[src/rtl/bt_pkg.sv]
package bt_pkg;
  typedef enum logic {
    MODE_FUNC  = 1'b0,
    MODE_BTEST = 1'b1
  } bt_mode_e;

  localparam int unsigned BT_CHAIN_DEFAULT = 8;
endpackage

[src/rtl/bt_mode_latch.sv]
module bt_mode_latch
  import bt_pkg::*;
(
  input  logic por_n,
  input  logic rst_n,
  input  logic frame_n,
  input  logic lad0,
  output logic mode_q
);
  bt_mode_e mode_d;
  bt_mode_e mode_r;

  // next-state: request decoded from bus levels
  always_comb begin
    if (!frame_n && !lad0) mode_d = MODE_BTEST;
    else                   mode_d = MODE_FUNC;
  end

  // register: captured only at reset release, cleared at power-on
  always_ff @(posedge rst_n or negedge por_n) begin
    if (!por_n) mode_r <= MODE_FUNC;
    else        mode_r <= mode_d;
  end

  assign mode_q = (mode_r == MODE_BTEST);
endmodule

[src/rtl/bt_xnor_chain.sv]
module bt_xnor_chain #(
  parameter int unsigned N_CHAIN = 8
) (
  input  logic [N_CHAIN-1:0] pad_in,
  output logic               chain_out
);
  localparam int unsigned LAST = N_CHAIN - 1;

  logic [N_CHAIN-1:0] stage;

  assign stage[0] = pad_in[0];

  for (genvar k = 1; k < N_CHAIN; k++) begin : g_stage
    assign stage[k] = ~(stage[k-1] ^ pad_in[k]);
  end

  assign chain_out = stage[LAST];
endmodule

[src/rtl/bt_pad_ovr.sv]
module bt_pad_ovr #(
  parameter int unsigned N_CHAIN = 8
) (
  input  logic               test_en,
  input  logic [N_CHAIN-1:0] core_oe,
  input  logic               dsg_core_out,
  input  logic               dsg_core_oe,
  input  logic               chain_res,
  output logic [N_CHAIN-1:0] pad_oe,
  output logic               dsg_out,
  output logic               dsg_oe
);
  for (genvar i = 0; i < N_CHAIN; i++) begin : g_oe
    assign pad_oe[i] = core_oe[i] & ~test_en;
  end

  always_comb begin
    if (test_en) begin
      dsg_out = chain_res;
      dsg_oe  = 1'b1;
    end else begin
      dsg_out = dsg_core_out;
      dsg_oe  = dsg_core_oe;
    end
  end
endmodule

[src/rtl/bt_xnor_ctrl.sv]
module bt_xnor_ctrl #(
  parameter int unsigned N_CHAIN = bt_pkg::BT_CHAIN_DEFAULT
) (
  input  logic               por_n,
  input  logic               rst_n,
  input  logic               frame_n,
  input  logic               lad0,
  input  logic [N_CHAIN-1:0] pad_in,
  input  logic [N_CHAIN-1:0] core_oe,
  input  logic               dsg_core_out,
  input  logic               dsg_core_oe,
  output logic               test_mode,
  output logic [N_CHAIN-1:0] pad_oe,
  output logic               dsg_out,
  output logic               dsg_oe
);
  logic mode_q;
  logic chain_res;

  bt_mode_latch u_mode (
    .por_n   (por_n),
    .rst_n   (rst_n),
    .frame_n (frame_n),
    .lad0    (lad0),
    .mode_q  (mode_q)
  );

  bt_xnor_chain #(.N_CHAIN(N_CHAIN)) u_chain (
    .pad_in    (pad_in),
    .chain_out (chain_res)
  );

  bt_pad_ovr #(.N_CHAIN(N_CHAIN)) u_ovr (
    .test_en      (mode_q),
    .core_oe      (core_oe),
    .dsg_core_out (dsg_core_out),
    .dsg_core_oe  (dsg_core_oe),
    .chain_res    (chain_res),
    .pad_oe       (pad_oe),
    .dsg_out      (dsg_out),
    .dsg_oe       (dsg_oe)
  );

  assign test_mode = mode_q;
endmodule

[config.mk]
export PLATFORM = sky130hd
export DESIGN_NAME = bt_xnor_ctrl
export DESIGN_NICKNAME = d
export VERILOG_FILES = /design/src/rtl/bt_pkg.sv /design/src/rtl/bt_mode_latch.sv /design/src/rtl/bt_xnor_chain.sv /design/src/rtl/bt_pad_ovr.sv /design/src/rtl/bt_xnor_ctrl.sv
export SDC_FILE = /design/constraint.sdc
export NUM_CORES = 1
export LEC_CHECK = 0
export ABC_AREA = 1
export BUFFER_PORTS_ARGS = -buffer_cell sky130_fd_sc_hd__buf_2
export CAP_MARGIN = 30
export CORE_AREA = 5 5 42 44
export DETAILED_ROUTE_END_ITERATION = 7
export DIE_AREA = 0 0 47 49
export SYNTH_ARGS = -nofsm -noshare
export SYNTH_HDL_FRONTEND = slang
export SYNTH_SLANG_ARGS = --single-unit
[constraint.sdc]
create_clock -name rst_n -period 1.2 [get_ports rst_n]
set_input_delay 0.06 -clock rst_n [delete_from_list [all_inputs] [get_ports rst_n]]
set_output_delay 0.06 -clock rst_n [all_outputs]
set_load 0.02 [all_outputs]
# --- Yosys cells after proc, flatten, opt, wreduce, memory -nomap -nowiden ---
# Index checks and enable logic that the tools add are counted.
word_totals:
  word_cells: 30
  in_bits: 22
  ff_bits: 1
op_classes:
  reduce_logical: 3
  bitwise_logic: 23
  n_mux: 3
op_table:
  columns: ["cell", "count"]
  rows:
  - ["AND 1 bit", 8]
  - ["NOT 1 bit", 8]
  - ["XOR 1 bit", 7]
  - ["2-to-1 mux 1 bit", 3]
  - ["logical NOT 1 bit", 2]
  - ["logical AND 1 bit", 1]

# --- Longest topological paths before layout ---
logic_depth:
  depth_word: 15
  mapped_depth: 9

# --- Cells and area by module ---
# Synthesis repeated with hierarchy kept, for this count alone.
unflattened:
  hier_cells: 51
  hier_area_um2: 251.5
by_module_without_submodules:
  columns: ["module", "area_each_um2", "instances", "cells_each"]
  rows:
  - ["bt_xnor_chain", 127.6, 1, 27]
  - ["bt_pad_ovr", 95.1, 1, 22]
  - ["bt_mode_latch", 28.8, 1, 2]

# --- Worst setup path before layout ---
# No wires, ideal clock.
synth_path:
  path_kind: "reg-to-output"
  start: "reg u_mode.mode_r (netlist: u_mode.mode_q)"
  end: "out pad_oe[0]"
  arrival_time_ns: 0.933
  slack_ns: 0.207
  required_time_ns: 1.140
  n_path_buf: 1
  stages_incl_launch_ff: 3
  cell_sequence: "dfrtp_1 -> buf_4 -> nor2_1"
synth_via:
  elab_chain_len: 2
synth_rtl:
  columns: ["element", "line", "text"]
  rows:
  - ["from (decl)", "bt_mode_latch.sv:11", "bt_mode_e mode_r;"]
  - ["from (signal assigned)", "bt_mode_latch.sv:22", "else mode_r <= mode_d;"]
  - ["NOT 1 bit", "bt_pad_ovr.sv:14", "assign pad_oe[i] = core_oe[i] & ~test_en;"]
  - ["AND 1 bit", "bt_pad_ovr.sv:14", null]
  - ["to (decl)", "bt_xnor_ctrl.sv:13", "output logic [N_CHAIN-1:0] pad_oe,"]
# Every way passes these cells.

# --- Worst setup path in the final report ---
layout_path:
  start: "reg u_mode.mode_r (netlist: u_mode.mode_q)"
  end: "out dsg_oe"
layout_via:
  elab_chain_len: 1
layout_rtl:
  columns: ["element", "line", "text"]
  rows:
  - ["2-to-1 mux 1 bit", "bt_pad_ovr.sv:18", "if (test_en) begin"]
  - ["to (decl)", "bt_xnor_ctrl.sv:15", "output logic dsg_oe"]
# Every way passes these cells.

==> qor.txt <==
DIE WIDTH: 47 µm
Final worst slack: 0.259 ns
Max Slew Vio Count: 0
Syn Nets: 76
Row count: 14
Unrepaired setup endpoints after global routing: false
Die height: 49 µm
Worst-path clk slew: 0 ns
DRC Markers: 0
Largest net degree at the start of global routing: 13
Largest family of logic cells by synthesized area: simple AND/OR/NAND/NOR gates
Leading cell type in the layout, fill and taps excluded: buf_2
Flop pwr share: 0.210
Antenna-violating nets left: 0
Max-Cap Viols: 0
Netlist area before placement: 250 µm²
Area grow syn2layout: 73.0%
Largest register FFs: 1
Yosys synthesis warning count: 0
Routed vias/inst: 3.72
Cells after synthesis: 54
Synth Area per Inst: 4.63 µm²
Simple-Gate Fraction of Synth Area: 0.600
Io pins: 33
PD cells: 449 nW/µm²
Pint: 0.000103 W
Core Region: 1400 µm²
Max incr delay on CP: 0.46 ns
Crit-path max FO: 12
DRT Pass-1 Iters: 1
CP top delay family: flip-flops
Worst slack at placement: 0.253 ns
WP depth: 2
Drt initial violations: 0
Synth Area in Compound Gates: 0
WS Path Type: flop to primary output
Gr usage total: 0.0591
Post-synthesis cell type count: 10
Final hold viol count: 0
Most frequent cells in the layout: 32 x buf_2, 18 x nand2_1, 17 x inv_1
Minimum clock period: 0.941 ns
Net Sw Frac: 0.469
CTS Hold Buffers Added: 1
Hold path depth: 2
Post-Synth XOR/XNOR Area: 0
Seq cells post-synth: 1
Final WL: 701 µm
# diodes: 0
First-pass GRT wire length: 1.13 mm
Wirelength per Cell: 6.87 µm
Buf/Inv on CP: 1
Worst-Margin Slew: 0.310 ns
TNS Setup: 0 ns
Crit path cell chain: or2_1, buf_2
Final setup violation count: 0
Final Wtd Congestion: 0.616
Net Switching: 0.0000913 W
Seq/Total Area, Yosys: 0.100
Layout Nets: 110
DP HPWL: 644 µm
Fin util: 0.309
Post-synthesis mux area share: 0
Die area: 2300 µm²
Via count: 379
Hold Crit Class: input port to flop
FMAX: 1.06 GHz
Crit end category: primary output
Initial antenna violation count: 0
Clock network fraction of design power: 0
Vias in the first global route: 308
Share of layout cells above drive strength 1: 0.407
Slew margin rel.: 0.793
Combinational Power Share: 0.790
Post-CTS setup buffers: 0
Adder-Cell Fraction of Synth Area: 0
Critical path arrival: 0.88 ns
Run status: completed
CP max-delay cell: dfrtp_1
Starting Density: 0.179
Resize count post-CTS: 0
Fin crit share: 0.784
Peak supply drop: 0.274 mV
Total congestion overflow: 0
Startpoint class of the critical path: flop
Leakage: 0.329 nW
I/O Buffers: 32
Pwr Total: 0.000195 W
Data required time at the worst endpoint: 1.14 ns
-- through the flow --
| step | hold WS, ns | std cells | cell area, µm² |
|---|---|---|---|
| CTS | 0.209 | 102 | 433 |
| global placement | -0.164 | 101 | 423 |
| global route | 0.222 | 102 | 433 |
| finish | 0.208 | 102 | 433 |
| detailed placement | -0.163 | 101 | 423 |
| floorplan | -0.236 | 54 | 250 |
-- power by group through the flow --
| stage | logic (W) | registers [W] | clock network (W) |
|---|---|---|---|
| after global routing | 0.000175 | 0.0000421 | 0 |
| after floorplan | 0.0000903 | 0.0000393 | 0 |
| after global placement | 0.000150 | 0.0000409 | 0 |
| after detailed placement | 0.000153 | 0.0000410 | 0 |
| after CTS | 0.000156 | 0.0000410 | 0 |
| final | 0.000154 | 0.0000408 | 0 |
-- per-layer routing --
metal / track usage / share of wire / vias up
met5: 0 / 0 / -
met4: 0 / 0 / 0
met3: 0.00738 / 0.12 / 0
met2: 0.104 / 0.47 / 17
met1: 0.0788 / 0.42 / 147
li1: - / - / 215
-- cells in the mapped netlist --
library cell  instances  area (µm²)
nand2_1              18        67.6
or2_1                 1        6.26
nand3_2               2        20.0
dfrtp_1               1        25.0
nand3b_1              1        7.51
inv_1                17        63.8
inv_2                 1        3.75
nand3_1               3        15.0
buf_4                 1        7.51
nor2_1                9        33.8
-- final timing paths --
check | startpoint | endpoint
worst max-delay path | u_mode.mode_q | dsg_oe
worst min-delay path | frame_n | u_mode.mode_q
max in group asynchronous | por_n | u_mode.mode_q
min in group asynchronous | por_n | u_mode.mode_q
-- cell type report --
type	instances	area (µm²)
inverter	18	67.6
timing repair buffer	33	170
sequential	1	25.0
tap	16	20.0
multi-input combinational	34	150
fill	166	968
-- cell families (layout without fill, tap and decap cells) --
group,after synthesis,after routing
buffers and inverters,19,51
AND/OR/NAND/NOR,34,34
flip-flops,1,1
No activity file was read; power rests on OpenSTA's default activity.
